### config.mk
export PLATFORM = sky130hd
export DESIGN_NAME = nibble_accum_calc
export DESIGN_NICKNAME = d
export VERILOG_FILES = /design/src/rtl/nac_pkg.sv /design/src/rtl/nac_btn_cond.sv /design/src/rtl/nac_sequencer.sv /design/src/rtl/nac_seg_render.sv /design/src/rtl/nibble_accum_calc.sv
export SDC_FILE = /design/constraint.sdc
export NUM_CORES = 1
export LEC_CHECK = 0
export ABC_CLOCK_PERIOD_IN_PS = 3100
export BUFFER_PORTS_ARGS = -buffer_cell sky130_fd_sc_hd__buf_2
export CORE_ASPECT_RATIO = 1.2
export CORE_MARGIN = 10
export CORE_UTILIZATION = 30
export CTS_BUF_LIST = sky130_fd_sc_hd__clkbuf_8
export CTS_CLUSTER_SIZE = 30
export DETAILED_ROUTE_END_ITERATION = 10
export PLACE_DENSITY = 0.57
export SYNTH_ARGS = -nofsm -noshare
export SYNTH_HDL_FRONTEND = slang
export SYNTH_SLANG_ARGS = --single-unit
export TNS_END_PERCENT = 50
### constraint.sdc
create_clock -name clk -period 3.1 [get_ports clk]
set_input_delay 0.155 -clock clk [delete_from_list [all_inputs] [get_ports clk]]
set_output_delay 0.155 -clock clk [all_outputs]
set_load 0.02 [all_outputs]
### src/rtl/nac_pkg.sv
package nac_pkg;

    typedef enum logic [1:0] {
        WAIT_A = 2'd0,
        WAIT_B = 2'd1,
        ACCUM  = 2'd2
    } seq_state_t;

    localparam int NIB_W = 4;
    localparam int SEG_W = 7;

    localparam logic [SEG_W-1:0] SEG_BLANK = 7'h00;
    localparam logic [SEG_W-1:0] SEG_MINUS = 7'h40;

    typedef struct packed {
        logic [NIB_W-1:0] sum;
        logic             ovf;
    } add_res_t;

    function automatic add_res_t nib_add(input logic [NIB_W-1:0] x,
                                         input logic [NIB_W-1:0] y);
        add_res_t r;
        r.sum = x + y;
        r.ovf = (x[NIB_W-1] == y[NIB_W-1]) && (r.sum[NIB_W-1] != x[NIB_W-1]);
        return r;
    endfunction

    function automatic logic [SEG_W-1:0] seg_digit(input logic [NIB_W-1:0] d);
        logic [SEG_W-1:0] s;
        case (d)
            4'd0:    s = 7'h3F;
            4'd1:    s = 7'h06;
            4'd2:    s = 7'h5B;
            4'd3:    s = 7'h4F;
            4'd4:    s = 7'h66;
            4'd5:    s = 7'h6D;
            4'd6:    s = 7'h7D;
            4'd7:    s = 7'h07;
            4'd8:    s = 7'h7F;
            default: s = SEG_BLANK;
        endcase
        return s;
    endfunction

endpackage

### src/rtl/nac_btn_cond.sv
module nac_btn_cond #(
    parameter int DEBOUNCE_CYCLES = 2_000_000
) (
    input  logic clk,
    input  logic rst_n,
    input  logic btn_raw,
    output logic press
);
    localparam int CNT_W = $clog2(DEBOUNCE_CYCLES + 1);
    localparam logic [CNT_W-1:0] CNT_LIM = CNT_W'(DEBOUNCE_CYCLES - 1);

    logic             sync1, sync2;
    logic             level_q;
    logic [CNT_W-1:0] cnt_q;
    logic             settle;

    // Two-flop synchroniser
    always_ff @(posedge clk or negedge rst_n) begin
        if (!rst_n) begin
            sync1 <= 1'b0;
            sync2 <= 1'b0;
        end else begin
            sync1 <= btn_raw;
            sync2 <= sync1;
        end
    end

    assign settle = (sync2 != level_q) && (cnt_q == CNT_LIM);

    // Debounce: accept a new level only after it holds for the full window
    always_ff @(posedge clk or negedge rst_n) begin
        if (!rst_n) begin
            level_q <= 1'b0;
            cnt_q   <= '0;
        end else if (sync2 == level_q) begin
            cnt_q <= '0;
        end else if (settle) begin
            level_q <= sync2;
            cnt_q   <= '0;
        end else begin
            cnt_q <= cnt_q + 1'b1;
        end
    end

    // Single-cycle pulse on the accepted rising level
    always_ff @(posedge clk or negedge rst_n) begin
        if (!rst_n) press <= 1'b0;
        else        press <= settle && sync2;
    end

endmodule

### src/rtl/nac_sequencer.sv
module nac_sequencer
    import nac_pkg::*;
(
    input  logic             clk,
    input  logic             rst_n,
    input  logic             step,
    input  logic [NIB_W-1:0] sw,
    output logic [NIB_W-1:0] result,
    output logic [NIB_W-1:0] opnd_b,
    output logic             shown,
    output logic             ovf
);
    seq_state_t state_q, state_d;
    add_res_t   add_first, add_again;

    assign add_first = nib_add(result, sw);
    assign add_again = nib_add(result, opnd_b);

    // State register process
    always_ff @(posedge clk or negedge rst_n) begin
        if (!rst_n) state_q <= WAIT_A;
        else        state_q <= state_d;
    end

    always_comb begin
        state_d = state_q;
        if (step) begin
            unique case (state_q)
                WAIT_A:  state_d = WAIT_B;
                WAIT_B:  state_d = ACCUM;
                ACCUM:   state_d = ACCUM;
                default: state_d = WAIT_A;
            endcase
        end
    end

    // Output / datapath process
    always_ff @(posedge clk or negedge rst_n) begin
        if (!rst_n) begin
            result <= '0;
            opnd_b <= '0;
            shown  <= 1'b0;
            ovf    <= 1'b0;
        end else if (step) begin
            unique case (state_q)
                WAIT_A: begin
                    result <= sw;
                    shown  <= 1'b1;
                    ovf    <= 1'b0;
                end
                WAIT_B: begin
                    opnd_b <= sw;
                    result <= add_first.sum;
                    ovf    <= add_first.ovf;
                end
                ACCUM: begin
                    result <= add_again.sum;
                    ovf    <= add_again.ovf;
                end
                default: begin
                    result <= '0;
                    shown  <= 1'b0;
                    ovf    <= 1'b0;
                end
            endcase
        end
    end

endmodule

### src/rtl/nac_seg_render.sv
module nac_seg_render
    import nac_pkg::*;
(
    input  logic [NIB_W-1:0] result,
    input  logic             shown,
    output logic [SEG_W-1:0] seg_sign,
    output logic [SEG_W-1:0] seg_mag
);
    logic [NIB_W-1:0] mag;

    // Unsigned 4-bit magnitude, so -8 yields 8
    assign mag = result[NIB_W-1] ? (~result + 1'b1) : result;

    always_comb begin
        if (!shown) begin
            seg_sign = SEG_BLANK;
            seg_mag  = SEG_BLANK;
        end else begin
            seg_sign = result[NIB_W-1] ? SEG_MINUS : SEG_BLANK;
            seg_mag  = seg_digit(mag);
        end
    end

endmodule

### src/rtl/nibble_accum_calc.sv
module nibble_accum_calc
    import nac_pkg::*;
#(
    parameter int DEBOUNCE_CYCLES = 2_000_000
) (
    input  logic       clk,
    input  logic       rst_n,
    input  logic [3:0] sw,
    input  logic       btn_raw,
    input  logic       calc_en,
    output logic [6:0] seg_sign,
    output logic [6:0] seg_mag,
    output logic       ovf_led
);
    logic             press_pulse;
    logic [NIB_W-1:0] result, opnd_b;
    logic             shown;

    nac_btn_cond #(.DEBOUNCE_CYCLES(DEBOUNCE_CYCLES)) u_btn (
        .clk     (clk),
        .rst_n   (rst_n),
        .btn_raw (btn_raw),
        .press   (press_pulse)
    );

    nac_sequencer u_seq (
        .clk    (clk),
        .rst_n  (rst_n),
        .step   (press_pulse && calc_en),
        .sw     (sw),
        .result (result),
        .opnd_b (opnd_b),
        .shown  (shown),
        .ovf    (ovf_led)
    );

    nac_seg_render u_seg (
        .result   (result),
        .shown    (shown),
        .seg_sign (seg_sign),
        .seg_mag  (seg_mag)
    );

endmodule

* Word-level counts from Yosys, hierarchy flattened
Memory sizes are Yosys's and may differ from the RTL's. Cells that the tools add are included.
Word-level totals: word-level logic and storage cells 47, output and inout bits 15, register bits after elaboration 37, memory bits (read-only) 112, bits of input ports 8, memories 1
Operators by class: bitwise logic cells 3, add/subtract/negate cells 4, reduce and logical (&&, ||, !) cells 10, multiplexer cells 10, eq/ne operators 9
Memories:
- (no name shown) | depth 16, bits a word 7, rd ports 1, clocked after Yosys merged registers in 0, wr ports 0, RTL line nac_pkg.sv:30 | case (d)
Operators with widths (number):
- 21-bit 2-to-1 mux | 2
- 21-bit by 1-bit adder with 21-bit output (second input constant) | 1
- 21-bit == test (second input constant) | 1
- 7-bit 2-to-1 mux | 3
- 4-bit one-hot mux with 3 select lines | 1
- 4-bit adder | 2
- 2-bit AND reduction | 3
- 1-bit logical AND | 5
- 4-bit by 1-bit adder with 4-bit output (second input constant) | 1
- 4-bit 2-to-1 mux | 1
- 4-bit inverter | 1
- 1-bit one-hot mux with 2 select lines | 2
- 2-bit one-hot mux with 2 select lines | 1
- 1-bit == test | 3
- 1-bit inequality test | 3
- 2-bit by 1-bit == test with 1-bit output (second input constant) | 1
- 2-bit == test (second input constant) | 1
- 2-bit zero test | 1
- 1-bit inverter | 2
- 2-bit OR reduction | 1

* Logic depth before layout (Yosys ltp)
Gate-level depths: netlist of run 1. An unclocked memory read counts as a cell.
depth after elaboration 5, depth in mapped cells 7, depth with buffers taken out 7

* Cells and area by module
From an unflattened synthesis of run 1, not the netlist that was laid out.
Second synthesis, totals: cell total of the unflattened synthesis 255, area total of the unflattened synthesis 2398.6 µm²
By module, submodules not included:
- nac_btn_cond | times used 1, area each 1189.9 µm², cells each 119
- nac_sequencer | times used 1, area each 804.5 µm², cells each 74
- nac_seg_render | times used 1, area each 397.9 µm², cells each 61
- nibble_accum_calc | times used 1, area each 6.3 µm², cells each 1

* Least setup slack after synthesis of run 1
Ideal clock, no wire load.
path kind reg2out, from reg u_seq.result[1], to out seg_mag[6], data required time 2.945 ns, arrival 1.932 ns, cell stages (with the launch flop) 8, path slack 1.013 ns, cells stage by stage dfrtp_1 -> inv_1 -> ha_1 -> mux2i_1 -> inv_1 -> ha_1 -> mux2_2 -> a21oi_1
Between the ends: cells in the longest elaborated chain, start to end 5
Ends and longest elaborated chain:
- start, declared | RTL line nac_sequencer.sv:8 | output logic [NIB_W-1:0] result,
- start signal, assigned | RTL line nac_sequencer.sv:47 | result <= sw;
- start signal, assigned | RTL line nac_sequencer.sv:53 | result <= add_first.sum;
- start signal, assigned | RTL line nac_sequencer.sv:57 | result <= add_again.sum;
- 4-bit inverter | RTL line nac_seg_render.sv:12 | assign mag = result[NIB_W-1] ? (~result + 1'b1) : result;
- 4-bit by 1-bit adder with 4-bit output | RTL line nac_seg_render.sv:12
- 4-bit 2-to-1 mux (*) | RTL line nac_seg_render.sv:12
- memory read 16 x 7 bit (*)
- 7-bit 2-to-1 mux (*) | RTL line nac_seg_render.sv:15 | if (!shown) begin
- end, declared | RTL line nibble_accum_calc.sv:12 | output logic [6:0] seg_mag,
Mark *: on every way between the ends. The rest lies on a longest branch, timed or not.

* Final worst setup path of run 1
Ends and elaborated chain as after synthesis.

==> results.cfg, run 1 <==
[outcome]
status = complete, no violations

[setup_path]
worst_setup_path_start_kind = flop
worst-endpoint-required_ns = 2.94
timing.critical_path.fanout_max = 9
critical_path.endpoint_type = output port
critPathKind = reg2out
crit_arrival_ns = 2.36

[synthesis]
flip_flop_and_latch_count_after_synthesis = 37
post_synth.cell_area_avg_sq_um = 10.2
synthDistinctLibCells = 48
yosys_warnings = 0
post_synth_instance_area_sq_um = 2250
synth.yosys.seq_area_share_pct = 41.1
synthesis.instances = 221
most_used_flip_flop_cell_after_synthesis = dfrtp_1
synth_async_sr_flop_share_pct = 100
synth_edf_count = 0

[power]
switching_share_pct = 22.9
total_power_w = 0.000908
p_per_area_nw_per_um2 = 360
power.sequential.fraction_pct = 54.1
netSwitchingPower_w = 0.000208
power.clock.fraction_pct = 41.3
peakVddDrop_mv = 0.235
p_comb_share_pct = 4.6
cell_internal_pwr_w = 0.000700
cellLeakagePower_nw = 1.25

[floorplanning]
io-pin-count = 23
die-area_sq_um = 11400
die_w_um = 99.1
start_util_pct = 31.0
placeableCoreArea_sq_um = 7270
die-height_um = 115
number_of_rows_in_the_core_area = 34

[placed_design]
io_buffers = 16
place_worst_setup_slack_ns = 0.889
postPlaceCellArea_sq_um = 2400
routabilityCongestion = 0.774
post-dp-hpwl_um = 3140

[clock_network]
cts_buffers = 5
cts_tree = yes
cts.repair_timing.setup_buffer_count = 0
clockBufferDepth = 2
cts_hold_buf = 2
postCtsResizedCells = 0
worst_skew_pair.late_latency_ns = 0.29
cts.sinks = 37
worst_setup_hold_path_clk_slew_ns = 0.08
htree_levels = 2
clk_root_buffer_cell = clkbuf_8

[layout]
post_route_cells_drive_above_1_share_pct = 17.7
layout_common_cells = dfrtp_1 (37), nor2_1 (28), nand2_1 (19), ha_1 (17)
diodes = 0
fin_area_sq_um = 2520
final_common_cell = dfrtp_1
area_growth_synth_to_finish_pct = 11.9
layout.filler_cells = 741
final_net_count = 269

[sta]
timing.final.crit_share_pct = 81.0
final_hold_viol_count = 0
final.hold.worst_slack_ns = 0.146
totalNegativeSetupSlack_ns = 0
drv_slew = 0
post-route-min-period_ns = 2.51
clock-skew-final_ns = 0.0111
relSlewSlack_pct = 45.1
setup-violations-final = 0
rsz0062_at_grt = no
max_clock_freq_mhz = 398
fin_ws_ns = 0.590
worst-slew-pin-transition_ns = 0.823

[global_routing]
grt_start_max_net_pins = 38
globalRouteTotalUtil_pct = 7.80
grt_first_pass_wirelength_um = 7450
globalRouteOverflowTotal = 0
number_of_antenna_violations_at_the_first_check_in_global_routing = 0
vias_in_the_first_global_route = 1584

[routing]
detail_route.drc_violations = 0
drtIter0Drc = 91
wl_per_cell_um = 12.6
detail-route-antenna-nets = 0
total_detailed_routing_wirelength_um = 4180
drtPass1Iterations = 4
route.vias.total = 1591
post_drt_via_cell_ratio = 4.78

[run]
drv.max_cap_violation_count = 0

[worst_hold_path]
hold_path.class = in2reg
[metal layers]
layer	wire, um	vias up	global-route usage [%]
met5	0	-	0
met3	249	6	2.52
met1	1940	757	9.32
met2	1920	32	12.7
met4	70	0	3.16
li1	-	796	-
[cell usage after synthesis, drive strengths merged (4+ instances only)]
master / number / area, sq um
dfrtp: 37 / 926
nor2: 29 / 111
nand2: 20 / 77.6
ha: 17 / 213
xor2: 16 / 140
xnor2: 10 / 95.1
a21oi: 9 / 45.0
inv: 9 / 33.8
nand3: 9 / 50.1
buf: 8 / 61.3
mux2: 8 / 90.1
nand4: 7 / 65.1
nor4: 4 / 40.0
o21ai: 4 / 23.8
[logic make-up (layout without fill, tap and decap cells)]
group / Yosys count / after routing / synth area share, %
other cells: 1 / 6 / 0.167
compound gates: 26 / 26 / 7.78
flops: 37 / 37 / 41.1
simple gates: 84 / 84 / 20.0
mux: 10 / 10 / 4.89
xor+xnor: 26 / 26 / 10.4
buf+inv: 18 / 35 / 4.39
fa+ha+maj: 19 / 19 / 11.2
[worst max-delay path, stage by stage (launching register included)]
cell and delay, ns:
dfrtp_1 0.56, inv_1 0.13, ha_1 0.29, mux2i_1 0.22
inv_1 0.07, ha_1 0.19, mux2_2 0.26, a21oi_1 0.15
buf_2 0.19
[worst paths after layout]
path                                       from                to  slack, ns  cells past startpoint
worst min-delay path                      sw[0]   u_seq.opnd_b[0]       0.15                      2
worst min register to register      u_btn.sync1       u_btn.sync2       0.35                      0
min in group asynchronous                 rst_n   u_btn.cnt_q[12]       0.49                      2
worst max register to register  u_seq.result[1]         u_seq.ovf       1.13                      6
worst max-delay path            u_seq.result[1]        seg_mag[6]       0.59                      8
max in group asynchronous                 rst_n  u_seq.state_q[1]       2.08                      2
[state kept, by name, indices dropped and copies added, names as in the netlist]
signal and count:
u_btn.cnt_q 21, u_seq.ovf 1, u_seq.result 4, u_seq.state_q 2, u_seq.shown 1, u_btn.sync1 1
u_btn.level_q 1, u_seq.opnd_b 4, u_btn.sync2 1, u_btn.press 1
[stage by stage]
step | util, % | cells
after floorplan | - | 226
after global placement | 33.0 | 323
after detailed placement | 33.0 | 323
after CTS | 34.6 | 333
after global routing | 34.6 | 333
final | 34.6 | 333
[power groups by stage]
stage          sequential (W)  clock [W]  combinational (W)
3_5_place_dp         0.000500          0          0.0000406
3_3_place_gp         0.000500          0          0.0000413
4_1_cts              0.000491   0.000391          0.0000428
5_1_grt              0.000492   0.000415          0.0000483
6_report             0.000491   0.000375          0.0000414
2_1_floorplan        0.000500          0          0.0000274
[cell type report]
class	instances	area, sq um	share of cell area, %
clock buffer	7	96.3	3.82
clock inverter	1	5.00	0.199
inverter	9	33.8	1.34
multi-input combinational	171	1250	49.5
sequential	37	926	36.7
tap	90	113	4.47
timing repair buffer	18	100	3.97
Power figures use the tool's default switching activity.
==> run 2: changes to the inputs <==
- ABC_CLOCK_PERIOD_IN_PS: 3100 -> 2100
- PLACE_DENSITY: 0.57 -> 0.59
- clock period: 3.1 -> 2.1 ns (I/O delays scaled with it)
==> run 2 against run 1 <==
The run now ends with setup timing left. Non-clock buffer count up 7. Die area did not move. Sequential share of layout area fell by 2.1 points. Critical path type unchanged. Via count increased by 1.3%. Power is 52% higher. Utilization is 2.1 points higher. Largest power group unchanged. Hold slack got worse by 0.043 ns. Highest routed layer unchanged. Sequential power is 48% higher. Clock power is 57% higher. First-iteration DRC count shrank 41%. Cell count up 1.8%.
==> results.cfg, run 2 (synthesis results as in run 1) <==
[sta]
setup-violations-final = 1
totalNegativeSetupSlack_ns = -0.0151
drv_slew = 0
post-route-min-period_ns = 2.12
final_hold_viol_count = 0
rsz0062_at_grt = yes
timing.final.crit_share_pct = 101
relSlewSlack_pct = 45.3
worst-slew-pin-transition_ns = 0.821
fin_ws_ns = -0.0151
clock-skew-final_ns = 0.00668
max_clock_freq_mhz = 473

[power]
cellLeakagePower_nw = 1.30
total_power_w = 0.00138
peakVddDrop_mv = 0.394
p_per_area_nw_per_um2 = 516

[setup_path]
crit_arrival_ns = 2.01
timing.critical_path.slowest_stage_cell = dfrtp_1
worst-endpoint-required_ns = 2.00
regToRegSetupSlack_ns = 0.20
cp_top_family = compound AO/OA/AOI/OAI gates
worst-path-buf-inv = 2
chain_of_cells_forming_the_critical_path = inv_2 > ha_4 > and2b_1 > xnor2_2 > and2_4 > o21ai_4 > o21ba_4 > buf_6
worst-r2r-cell-count = 8
timing.critical_path.fanout_max = 7
worst_setup_path_start_kind = flop
crit-reg2reg-launch = u_seq.result[1]
slowest_delay_ns = 0.39
worstReg2RegEnd = u_seq.ovf
critPathKind = reg2out
critical_path.endpoint_type = output port

[routing]
wl_per_cell_um = 12.9
route.vias.total = 1612
detail_route.drc_violations = 0
drtIter0Drc = 54
detail-route-antenna-nets = 0
total_detailed_routing_wirelength_um = 4380
drtPass1Iterations = 4
post_drt_via_cell_ratio = 4.76

[worst_hold_path]
timing.hold.worst_endpoint = u_seq.opnd_b[2]
hold_path_depth = 2
min_from = sw[2]
hold_path.class = in2reg

[clock_network]
worst_setup_hold_path_clk_slew_ns = 0.08
cts_buffers = 5
clockBufferDepth = 2
htree_levels = 2
worst_skew_pair.late_latency_ns = 0.29
cts.sinks = 37
cts_tree = yes
clk_root_buffer_cell = clkbuf_8

[global_routing]
grt_start_max_net_pins = 38
globalRouteOverflowTotal = 0
number_of_antenna_violations_at_the_first_check_in_global_routing = 0
globalRouteTotalUtil_pct = 8.20
grt_first_pass_wirelength_um = 7840
vias_in_the_first_global_route = 1687

[floorplanning]
die-area_sq_um = 11400
start_util_pct = 31.0
placeableCoreArea_sq_um = 7270
die-height_um = 115
io-pin-count = 23
die_w_um = 99.1
number_of_rows_in_the_core_area = 34

[layout]
final_cell_count_no_fill = 339
final_net_count = 276
max_flop_register = u_btn.cnt_q
diodes = 0
multi_input_area_sq_um = 1320
seq_area_sq_um = 926
post_route_cells_drive_above_1_share_pct = 23.7
largest_reg_flops = 21
layout_top_registers = u_btn.cnt_q (21), u_seq.opnd_b (4), u_seq.result (4)
layout_common_cells = dfrtp_1 (37), nor2_1 (28), nand2_1 (19), xor2_1 (16), ha_1 (14)
layout.filler_cells = 729
area_growth_synth_to_finish_pct = 18.6
fin_area_sq_um = 2670
final_common_cell = dfrtp_1

[placed_design]
dp_cells = 327
postPlaceCellArea_sq_um = 2430
post-dp-hpwl_um = 3160
place_worst_setup_slack_ns = 0.138
routabilityCongestion = 0.753
io_buffers = 16

[outcome]
status = finished with violations
violations = setup timing

[run]
drv.max_cap_violation_count = 0
-- run 2: changes by cell type in the layout (fill, tap and decap cells not counted), moves of 2 or more --
| cell | delta |
|---|---|
| a21oi_1 | -3 |
| a21oi_2 | +3 |
| buf_2 | -7 |
| buf_4 | +13 |
| clkbuf_8 | -2 |
| ha_1 | -3 |
| ha_4 | +2 |
| inv_1 | -2 |
-- run 2: cell type report --
| type | count | share of cell area, % |
|---|---|---|
| Multi-Input combinational cell | 171 | 49.3 |
| Sequential cell | 37 | 34.7 |
| Timing Repair Buffer | 25 | 6.51 |
| Tap cell | 90 | 4.22 |
| Clock buffer | 5 | 2.58 |
| Inverter | 9 | 1.36 |
| Clock inverter | 2 | 1.31 |
-- run 2: worst max path at each step --
stage	to	cells past startpoint	slack (ns)	from
5_1_grt	seg_mag[5]	8	-0.14	u_seq.result[1]
3_3_place_gp	seg_mag[5]	8	0.20	u_seq.result[0]
4_1_cts	seg_mag[5]	8	-0.04	u_seq.result[0]
6_report	seg_mag[5]	8	-0.02	u_seq.result[1]
3_5_place_dp	seg_mag[5]	8	0.14	u_seq.result[0]
2_1_floorplan	seg_mag[6]	7	0.06	u_seq.result[1]
-- run 2: metrics by stage --
| stage | util [%] | hold WS, ns |
|---|---|---|
| floorplan | - | -0.191 |
| global placement | 33.4 | 0.214 |
| detailed placement | 33.4 | 0.216 |
| CTS | 36.2 | 0.0942 |
| global route | 36.7 | 0.107 |
| finish | 36.7 | 0.103 |
-- run 2: timing repair --
| item | in CTS | in global routing |
|---|---|---|
| setup endpoints to repair | 7 | 7 |
| hold buffers | 2 | 0 |
| endpoints found under the hold margin | 38 | 0 |
| setup buffers | 3 | 1 |
| gates resized for setup | 17 | 8 |
| pin swaps | 5 | 4 |
-- run 2: layer usage --
metal	global-route usage, %	wire length [um]
met1	9.26	1970
met2	14.1	2160
met3	2.52	192
met4	3.16	55
met5	0	0
-- run 2: power breakdown --
| part | total [W] | leakage [nW] | internal [W] | switching (W) |
|---|---|---|---|---|
| sequential | 0.000726 | 0.510 | 0.000719 | 0.00000670 |
| combinational | 0.0000626 | 0.734 | 0.0000178 | 0.0000448 |
| clock | 0.000590 | 0.0540 | 0.000345 | 0.000245 |
==> run 3: changes to the inputs <==
- ABC_AREA: unset -> 0
- SKIP_CTS_REPAIR_TIMING: unset -> 1
- SYNTH_HIERARCHICAL: unset -> 1
==> run 3 against run 2 <==
The flow still finishes with violations (setup timing). Via count is 19% higher. Sequential power hardly changed. Cell count is 11% higher. First-iteration DRC count is 110% higher. Critical path type unchanged. Critical endpoint is now seg_mag[6]. Largest power group unchanged.
==> results.cfg, run 3 <==
[outcome]
status = finished with violations
violations = setup timing

[synthesis]
most_used_flip_flop_cell_after_synthesis = dfrtp_1
synth_async_sr_flop_share_pct = 100
post_synth.cell_area_avg_sq_um = 9.41
flip_flop_and_latch_count_after_synthesis = 37
synth.largest_area_cell = dfrtp_1
yosys.cell_count.top_type = dfrtp_1
synthDistinctLibCells = 52
synth_edf_count = 0
synthTopCellsByArea = dfrtp_1 (39%), ha_1 (7.8%), xnor2_1 (5.5%), nor2_1 (3.8%), inv_1 (2.8%)
yosys_warnings = 6
most_frequent_cells_after_synthesis = dfrtp_1 (37), nor2_1 (24), inv_1 (18)
synthesis.instances = 255
synth.yosys.seq_area_share_pct = 38.6
post_synth_instance_area_sq_um = 2400
yosysTopAreaCellShare_pct = 38.6

[sta]
relSlewSlack_pct = 45.9
clock-skew-final_ns = 0.00732
post-route-min-period_ns = 2.15
fin_ws_ns = -0.0508
max_clock_freq_mhz = 465
setup-violations-final = 1
timing.final.crit_share_pct = 102
worst-slew-pin-transition_ns = 0.812
rsz0062_at_grt = yes
final_hold_viol_count = 0
drv_slew = 0

[setup_path]
chain_of_cells_forming_the_critical_path = inv_2 > ha_4 > nand2_1 > o21ai_2 > ha_2 > nand3b_1 > a21oi_2 > nor3_1 > o31a_1 > buf_6
timing.critical_path.slowest_stage_cell = dfrtp_1
worst-endpoint-required_ns = 2.00
critical_path.endpoint_type = output port
crit_arrival_ns = 2.05
timing.critical_path.fanout_max = 4
cp_top_family = adder cells
worst-path-buf-inv = 2
critPathKind = reg2out
worst_setup_path_start_kind = flop
slowest_delay_ns = 0.37

[floorplanning]
die-height_um = 118
start_util_pct = 30.9
placeableCoreArea_sq_um = 7750
die_w_um = 102
die-area_sq_um = 12000
io-pin-count = 23
number_of_rows_in_the_core_area = 35

[layout]
largest_reg_flops = 21
diodes = 0
final_cell_count_no_fill = 377
layout_top_registers = u_btn/cnt_q (21), u_seq/opnd_b (4), u_seq/result (4)
post_route_cells_drive_above_1_share_pct = 18.2
final_net_count = 309
fin_area_sq_um = 2770
layout_common_cells = dfrtp_1 (36), nor2_1 (24), inv_1 (17), nand2_1 (17)
post-route-util_pct = 35.7
final_common_cell = dfrtp_1
max_flop_register = u_btn/cnt_q
area_growth_synth_to_finish_pct = 15.4

[placed_design]
io_buffers = 16
postPlaceCellArea_sq_um = 2610
place_worst_setup_slack_ns = 0.143
routabilityCongestion = 0.788
post-dp-hpwl_um = 3800
dp_cells = 365

[global_routing]
vias_in_the_first_global_route = 1950
globalRouteTotalUtil_pct = 8.56
grt_first_pass_wirelength_um = 8680
number_of_antenna_violations_at_the_first_check_in_global_routing = 0
globalRouteOverflowTotal = 0
grt_start_max_net_pins = 38

[routing]
detail-route-antenna-nets = 0
post_drt_via_cell_ratio = 5.09
drtIter0Drc = 111
route.vias.total = 1920
wl_per_cell_um = 13.4
detail_route.drc_violations = 0
total_detailed_routing_wirelength_um = 5060
drtPass1Iterations = 4

[power]
peakVddDrop_mv = 0.364
p_per_area_nw_per_um2 = 458
cellLeakagePower_nw = 1.22

[worst_hold_path]
hold_path.class = in2reg

[run]
drv.max_cap_violation_count = 0

[clock_network]
cts_buffers = 5
worst_skew_pair.late_latency_ns = 0.29
cts_tree = yes
cts.sinks = 37
worst_setup_hold_path_clk_slew_ns = 0.08
clk_root_buffer_cell = clkbuf_8
htree_levels = 2
clockBufferDepth = 2
## run 3: final cells by class
class | instances | area, sq um
clock buffers | 5 | 68.8
clock inverters | 3 | 13.8
fillers | 785 | 4980
inverters | 18 | 67.6
multi-input cells | 192 | 1380
flip-flops and latches | 37 | 927
well taps | 92 | 115
repair buffers | 30 | 196
## run 3: path summary, 6_finish.rpt
kind | from | end | slack [ns] | depth (start not counted)
max | u_seq/result[1] | seg_mag[6] | -0.05 | 10
min | sw[0] | u_seq/opnd_b[0] | 0.09 | 2
max reg2reg | u_btn/cnt_q[2] | u_btn/cnt_q[19] | 0.14 | 4
min reg2reg | u_btn/sync1 | u_btn/sync2 | 0.35 | 0
max in group asynchronous | rst_n | u_seq/result[0] | 1.08 | 2
min in group asynchronous | rst_n | u_btn/cnt_q[13] | 0.45 | 2
## run 3: kinds of logic after synthesis
| kind of cell | Yosys count | synth area share, % |
|---|---|---|
| muxes | 8 | 3.65 |
| xor gates and xnor gates | 20 | 7.30 |
| DFF | 37 | 38.6 |
| AOI/OAI and AO/OA | 47 | 13.3 |
| other | 1 | 0.156 |
| adders and majority gates | 17 | 9.49 |
| and+or+nand+nor | 94 | 21.4 |
| buffers and inverters | 31 | 6.10 |
## run 3: worst register-to-register path, stage by stage, from the launching register on
cell and delay (ns):
dfrtp_1 0.43, nand3_2 0.12, or4_1 0.68, or4_4 0.53
a21oi_2 0.14
## run 3: report_power, final
group | internal (W) | leakage (nW) | switching (W) | total (W)
registers | 0.000719 | 0.478 | 0.00000587 | 0.000725
logic | 0.0000234 | 0.693 | 0.0000493 | 0.0000727
clock network | 0.000225 | 0.0491 | 0.000245 | 0.000470
## run 3: per-stage QoR
step	total power (W)	hold slack (ns)	TNS, ns
detailed placement	0.000809	0.215	0
global placement	0.000808	0.214	0
global route	0.00133	0.0992	-0.158
CTS	0.00129	-0.0877	-0.178
finish	0.00127	0.0920	-0.0508
floorplan	0.000784	-0.191	0
## run 3: layer usage
layer | vias up | GRT usage (%) | part of all wire (%)
li1 | 949 | - | -
met1 | 928 | 10.0 | 44
met2 | 36 | 14.8 | 50
met3 | 7 | 2.00 | 4.7
met4 | 0 | 2.51 | 0.93
met5 | - | 0 | 0
